[src/rtl/xlat_pkg.sv]
package xlat_pkg;
  localparam int VA_W       = 32;
  localparam int L1_IDX_W   = 12;
  localparam int L2_IDX_W   = 8;
  localparam int PAGE_OFF_W = 12;
  localparam int DOM_W      = 4;
  localparam int WORD_SH    = 2;

  localparam int SECT_OFF_W = PAGE_OFF_W + L2_IDX_W;
  localparam int BASE_LO    = L1_IDX_W + WORD_SH;
  localparam int COARSE_LO  = L2_IDX_W + WORD_SH;
  localparam int BASE_W     = VA_W - BASE_LO;
  localparam int COARSE_W   = VA_W - COARSE_LO;

  localparam int BIT_BUF    = 2;
  localparam int BIT_CACHE  = 3;
  localparam int DOM_LO     = 5;

  localparam logic [1:0] KIND_COARSE = 2'b01;
  localparam logic [1:0] KIND_MAP    = 2'b10;

  typedef enum logic [1:0] {
    ST_IDLE,
    ST_L1,
    ST_L2,
    ST_DONE
  } walkState_e;

  typedef struct packed {
    logic capReq;
    logic ldBypass;
    logic ldSection;
    logic ldCoarse;
    logic ldPage;
    logic ldFault;
    logic faultIsPage;
    logic selL2;
  } walkCtl_t;
endpackage

[src/rtl/xlat_ctrl.sv]
module xlat_ctrl
  import xlat_pkg::*;
(
  input  logic       clk,
  input  logic       rstN,
  input  logic       reqValid,
  input  logic       xlatEnable,
  input  logic       memRdAck,
  input  logic [1:0] descKind,
  output logic       reqReady,
  output logic       memRdValid,
  output logic       doneValid,
  output walkCtl_t   ctl
);
  walkState_e state, stateNext;

  always_ff @(posedge clk or negedge rstN) begin
    if (!rstN) state <= ST_IDLE;
    else       state <= stateNext;
  end

  always_comb begin
    stateNext  = state;
    ctl        = '0;
    reqReady   = 1'b0;
    memRdValid = 1'b0;
    doneValid  = 1'b0;
    unique case (state)
      ST_IDLE: begin
        reqReady = 1'b1;
        if (reqValid) begin
          ctl.capReq = 1'b1;
          if (!xlatEnable) begin
            ctl.ldBypass = 1'b1;
            stateNext    = ST_DONE;
          end else begin
            stateNext = ST_L1;
          end
        end
      end
      ST_L1: begin
        memRdValid = 1'b1;
        if (memRdAck) begin
          if (descKind == KIND_MAP) begin
            ctl.ldSection = 1'b1;
            stateNext     = ST_DONE;
          end else if (descKind == KIND_COARSE) begin
            ctl.ldCoarse = 1'b1;
            stateNext    = ST_L2;
          end else begin
            ctl.ldFault = 1'b1;
            stateNext   = ST_DONE;
          end
        end
      end
      ST_L2: begin
        memRdValid = 1'b1;
        ctl.selL2  = 1'b1;
        if (memRdAck) begin
          if (descKind == KIND_MAP) begin
            ctl.ldPage = 1'b1;
          end else begin
            ctl.ldFault     = 1'b1;
            ctl.faultIsPage = 1'b1;
          end
          stateNext = ST_DONE;
        end
      end
      ST_DONE: begin
        doneValid = 1'b1;
        stateNext = ST_IDLE;
      end
      default: stateNext = ST_IDLE;
    endcase
  end
endmodule

[src/rtl/xlat_dpath.sv]
module xlat_dpath
  import xlat_pkg::*;
(
  input  logic              clk,
  input  logic              rstN,
  input  walkCtl_t          ctl,
  input  logic [VA_W-1:0]   reqVaddr,
  input  logic [VA_W-1:0]   tableBase,
  input  logic [VA_W-1:0]   memRdData,
  output logic [1:0]        descKind,
  output logic [VA_W-1:0]   memRdAddr,
  output logic [VA_W-1:0]   physAddr,
  output logic              attrCache,
  output logic              attrBuffer,
  output logic [DOM_W-1:0]  domainId,
  output logic              fault,
  output logic              faultKind
);
  logic [VA_W-1:0]     vaReg;
  logic [BASE_W-1:0]   baseHi;
  logic [COARSE_W-1:0] coarsePtr;
  logic [DOM_W-1:0]    l1Dom;

  logic [DOM_W-1:0]    rdDom;
  logic [VA_W-1:0]     l1Addr;
  logic [VA_W-1:0]     l2Addr;

  assign descKind = memRdData[1:0];
  assign rdDom    = memRdData[DOM_LO +: DOM_W];

  assign l1Addr = {baseHi, vaReg[VA_W-1:SECT_OFF_W], {WORD_SH{1'b0}}};
  assign l2Addr = {coarsePtr, vaReg[SECT_OFF_W-1:PAGE_OFF_W], {WORD_SH{1'b0}}};
  assign memRdAddr = ctl.selL2 ? l2Addr : l1Addr;

  always_ff @(posedge clk or negedge rstN) begin
    if (!rstN) begin
      vaReg     <= '0;
      baseHi    <= '0;
      coarsePtr <= '0;
      l1Dom     <= '0;
    end else begin
      if (ctl.capReq) begin
        vaReg  <= reqVaddr;
        baseHi <= tableBase[VA_W-1:BASE_LO];
      end
      if (ctl.ldCoarse) begin
        coarsePtr <= memRdData[VA_W-1:COARSE_LO];
        l1Dom     <= rdDom;
      end
    end
  end

  always_ff @(posedge clk or negedge rstN) begin
    if (!rstN) begin
      physAddr   <= '0;
      attrCache  <= 1'b0;
      attrBuffer <= 1'b0;
      domainId   <= '0;
      fault      <= 1'b0;
      faultKind  <= 1'b0;
    end else if (ctl.ldBypass) begin
      physAddr   <= reqVaddr;
      attrCache  <= 1'b0;
      attrBuffer <= 1'b0;
      domainId   <= '0;
      fault      <= 1'b0;
      faultKind  <= 1'b0;
    end else if (ctl.ldSection) begin
      physAddr   <= {memRdData[VA_W-1:SECT_OFF_W], vaReg[SECT_OFF_W-1:0]};
      attrCache  <= memRdData[BIT_CACHE];
      attrBuffer <= memRdData[BIT_BUF];
      domainId   <= rdDom;
      fault      <= 1'b0;
      faultKind  <= 1'b0;
    end else if (ctl.ldPage) begin
      physAddr   <= {memRdData[VA_W-1:PAGE_OFF_W], vaReg[PAGE_OFF_W-1:0]};
      attrCache  <= memRdData[BIT_CACHE];
      attrBuffer <= memRdData[BIT_BUF];
      domainId   <= l1Dom;
      fault      <= 1'b0;
      faultKind  <= 1'b0;
    end else if (ctl.ldFault) begin
      physAddr   <= '0;
      attrCache  <= 1'b0;
      attrBuffer <= 1'b0;
      domainId   <= ctl.faultIsPage ? l1Dom : '0;
      fault      <= 1'b1;
      faultKind  <= ctl.faultIsPage;
    end
  end
endmodule

[src/rtl/xlat_walker.sv]
module xlat_walker
  import xlat_pkg::*;
(
  input  logic              clk,
  input  logic              rstN,
  input  logic              reqValid,
  output logic              reqReady,
  input  logic [VA_W-1:0]   reqVaddr,
  input  logic              xlatEnable,
  input  logic [VA_W-1:0]   tableBase,
  output logic              memRdValid,
  output logic [VA_W-1:0]   memRdAddr,
  input  logic              memRdAck,
  input  logic [VA_W-1:0]   memRdData,
  output logic              doneValid,
  output logic [VA_W-1:0]   physAddr,
  output logic              attrCache,
  output logic              attrBuffer,
  output logic [DOM_W-1:0]  domainId,
  output logic              fault,
  output logic              faultKind
);
  walkCtl_t   ctl;
  logic [1:0] descKind;

  xlat_ctrl u_ctrl (
    .clk        (clk),
    .rstN       (rstN),
    .reqValid   (reqValid),
    .xlatEnable (xlatEnable),
    .memRdAck   (memRdAck),
    .descKind   (descKind),
    .reqReady   (reqReady),
    .memRdValid (memRdValid),
    .doneValid  (doneValid),
    .ctl        (ctl)
  );

  xlat_dpath u_dpath (
    .clk        (clk),
    .rstN       (rstN),
    .ctl        (ctl),
    .reqVaddr   (reqVaddr),
    .tableBase  (tableBase),
    .memRdData  (memRdData),
    .descKind   (descKind),
    .memRdAddr  (memRdAddr),
    .physAddr   (physAddr),
    .attrCache  (attrCache),
    .attrBuffer (attrBuffer),
    .domainId   (domainId),
    .fault      (fault),
    .faultKind  (faultKind)
  );
endmodule

[config.mk]
export PLATFORM = sky130hd
export DESIGN_NAME = xlat_walker
export DESIGN_NICKNAME = d
export VERILOG_FILES = /design/src/rtl/xlat_pkg.sv /design/src/rtl/xlat_ctrl.sv /design/src/rtl/xlat_dpath.sv /design/src/rtl/xlat_walker.sv
export SDC_FILE = /design/constraint.sdc
export NUM_CORES = 1
export LEC_CHECK = 0
export ABC_AREA = 1
export CORE_UTILIZATION = 44
export CTS_CLUSTER_DIAMETER = 120
export DETAILED_ROUTE_END_ITERATION = 10
export DONT_BUFFER_PORTS = 1
export HOLD_SLACK_MARGIN = 0.1
export PLACE_DENSITY_LB_ADDON = 0.1
export RECOVER_POWER = 50
export SYNTH_ARGS = -nofsm -noshare
export SYNTH_HDL_FRONTEND = slang
export SYNTH_HIERARCHICAL = 1
export SYNTH_SLANG_ARGS = --single-unit
[constraint.sdc]
create_clock -name clk -period 4.8 [get_ports clk]
set_input_delay 0.48 -clock clk [delete_from_list [all_inputs] [get_ports clk]]
set_output_delay 0.48 -clock clk [all_outputs]
set_load 0.02 [all_outputs]
==> out/qor.yml <==
worst_setup_path:
  crit_type: "in -> async"
  worstPathRequired_ns: 4.67
  slowest_delay_ns: 2.03
  path_cells: "dlygate4sd3_1 > clkbuf_2"
  end_kind: "asynchronous set/reset pin"
  cp.arrival_ns: 3.13
  critPathLaunchType: "input port"
  critPathTopFamily: "buffers and inverters"
  path_buf_inv: 2
  cp_max_fo: 118
  crit_slowest_cell: "clkbuf_2"
die:
  floorplan.initialDensity_pct: 45.6
  rows: 40
  coreArea_sq_mm: 0.0121
  io_pins: 176
  die_area_sq_mm: 0.0130
  die_height_microns: 114
  die_w_microns: 114
clock_tree:
  cts_buffer_depth: 2
  clk_latency_ns: 0.41
  cts_tree: "built"
  htree_num_levels: 4
  cts_resized: 0
  clkTransAtPathRegs_ns: 0.05
  cts_num_sinks: 118
  cts-root-buf: "clkbuf_16"
  post-cts-setup-buffers: 0
  numCtsBuffers: 17
  cts_hold_repair.buffers: 2
status:
  outcome: "finished with violations"
  violations: "max-capacitance violations, max-slew violations"
sta:
  setup_tns_ns: 0
  period_share_pct: 67.8
  slew_headroom_pct: -93.9
  hold_violations: 0
  min_period_ns: 3.25
  clock_skew_ns: 0.00648
  rsz0062_at_grt: "false"
  tightest_slew_ns: 2.91
  fmax_ghz: 0.307
  final_max_slew_viol_count: 119
  finalSetupViolations: 0
route:
  drt-total-wl_microns: 14000
  num_vias: 4043
  via_per_inst: 5.20
  wl_per_cell_microns: 17.9
  ant_nets: 0
  drt_iter0_drc: 237
  firstDrtPassIters: 4
  drc: 0
power_and_ir_drop:
  power.density_mw_per_mm2: 731
  leakage_nw: 2.85
  total_power_w: 0.00446
  vdd_ir_drop_max_mv: 0.391
cells_and_area:
  n_fill_cell: 1182
  finish.utilization_pct: 50.4
  final_area_sq_mm: 0.00610
  diodes: 0
  area_growth_pct: 10.6
  nNetsFinal: 709
  layout-drive-gt1-share_pct: 16.6
grt:
  grt_use_total_pct: 22.7
  grt_pass1_wl_microns: 21900
  antenna_found_initial: 0
  grt-ovfl-total: 0
  grt_pass1_vias: 4117
  grt_max_degree: 119
synth:
  yosys_register_bits: 118
  synthesis.area_sq_mm: 0.00552
  synth_area_per_cell_sq_um: 9.03
  ys.warnings.count: 6
  ys_types: 24
  synth_cells: 611
  ys_seq_area_share_pct: 53.5
place:
  gp_congestion: 0.801
  dpl_cell_area_sq_mm: 0.00558
  port_buffers: 0
  dpl.hpwl_microns: 9170
hold_path:
  hold_path_class: "in -> reg"
job:
  max-cap-violations: 1
registers in the layout (all words and copies together), names as in the netlist, 2 cells and up:
signal             flops
u_dpath/physAddr      32
u_dpath/domainId       4
u_dpath/coarsePtr     22
u_dpath/l1Dom          4
u_dpath/vaReg         32
u_dpath/baseHi        18
u_ctrl/state           2
layout by cell type (no fill, tap or decap), drive strengths merged:
master and count:
dfrtp 118, o21ai 66, clkbuf 24, clkinvlp 1
dlygate4sd3 1, nand3 78, conb 2, nor2 17
a21oi 10, mux2 42, a21boi 1, clkinv 4
inv 51, nand2 171, or2 8, buf 7
ha 7, nor3 2
metrics by stage:
step,hold WS [ns],std cells,worst slack (ns)
3_5_place_dp,0.188,748,1.97
4_1_cts,0.168,778,1.98
6_report,0.188,778,1.55
3_3_place_gp,0.188,748,2.04
2_1_floorplan,0.184,612,2.76
5_1_grt,0.174,778,0.916
metal layers:
metal | GRT usage (%) | share of wire (%) | vias up
li1 | - | - | 1942
met4 | 9.61 | 1.4 | 0
met2 | 34.6 | 46 | 157
met3 | 10.4 | 10 | 21
met5 | 0 | 0 | -
met1 | 27.8 | 42 | 1923
final timing paths:
check | startpoint | to | slack [ns] | cells after the start
max | rstN | u_dpath/vaReg[19] | 1.55 | 2
max in group clk | u_ctrl/state[0] | u_dpath/physAddr[19] | 2.01 | 10
min | reqVaddr[25] | u_dpath/vaReg[25] | 0.19 | 2
min in group asynchronous | rstN | u_dpath/baseHi[4] | 1.55 | 2
min reg2reg | u_dpath/coarsePtr[11] | u_dpath/coarsePtr[11] | 0.51 | 1
max reg2reg | u_ctrl/state[0] | u_dpath/physAddr[19] | 2.01 | 10
synth_stat cells:
| cell | number | area (sq um) |
|---|---|---|
| nand2_1 | 169 | 634 |
| dfrtp_1 | 118 | 2950 |
| nand3_1 | 78 | 390 |
| o21ai_0 | 63 | 315 |
| inv_1 | 46 | 173 |
| mux2_2 | 42 | 473 |
| buf_2 | 14 | 70.1 |
| clkbuf_1 | 13 | 48.8 |
| a21oi_1 | 10 | 50.1 |
| nor2_1 | 10 | 37.5 |
| buf_4 | 8 | 60.1 |
| ha_1 | 7 | 87.6 |
| or2_2 | 6 | 37.5 |
| inv_2 | 5 | 18.8 |
| buf_6 | 4 | 45.0 |
| nor2_2 | 4 | 25.0 |
| nor2_4 | 3 | 33.8 |
| nand2_2 | 2 | 12.5 |
| nor3_1 | 2 | 10.0 |
| o21ai_1 | 2 | 10.0 |
| or2_0 | 2 | 12.5 |
| a21boi_1 | 1 | 7.51 |
| conb_1 | 1 | 3.75 |
| o21ai_2 | 1 | 8.76 |
report_power, final:
group | internal, W | total, W | switching (W) | leakage, nW
combinational | 0.000471 | 0.00147 | 0.00100 | 1.14
clock | 0.000683 | 0.00110 | 0.000413 | 0.250
sequential | 0.00146 | 0.00189 | 0.000428 | 1.46
total | 0.00262 | 0.00446 | 0.00184 | 2.85
logic make-up (layout without fill, tap and decap cells):
group / after synthesis / after routing / synth area share, %
mux: 42 / 42 / 8.57
buf+inv: 90 / 88 / 7.53
compound gates: 77 / 77 / 7.10
other cells: 1 / 2 / 0.0680
simple gates: 276 / 276 / 21.6
fa+ha+maj: 7 / 7 / 1.59
flops: 118 / 118 / 53.5
layout make-up:
type                            instances  area [sq um]  share of cell area [%]
Clock buffer                           23           478                    7.83
Clock inverter                          5          27.5                   0.451
Inverter                               51           191                    3.14
Multi-Input combinational cell        404          2170                    35.6
Sequential cell                       118          2950                    48.4
Tap cell                              168           210                    3.45
Timing Repair Buffer                    9          67.6                    1.11
(Power assumes the default switching activity.)
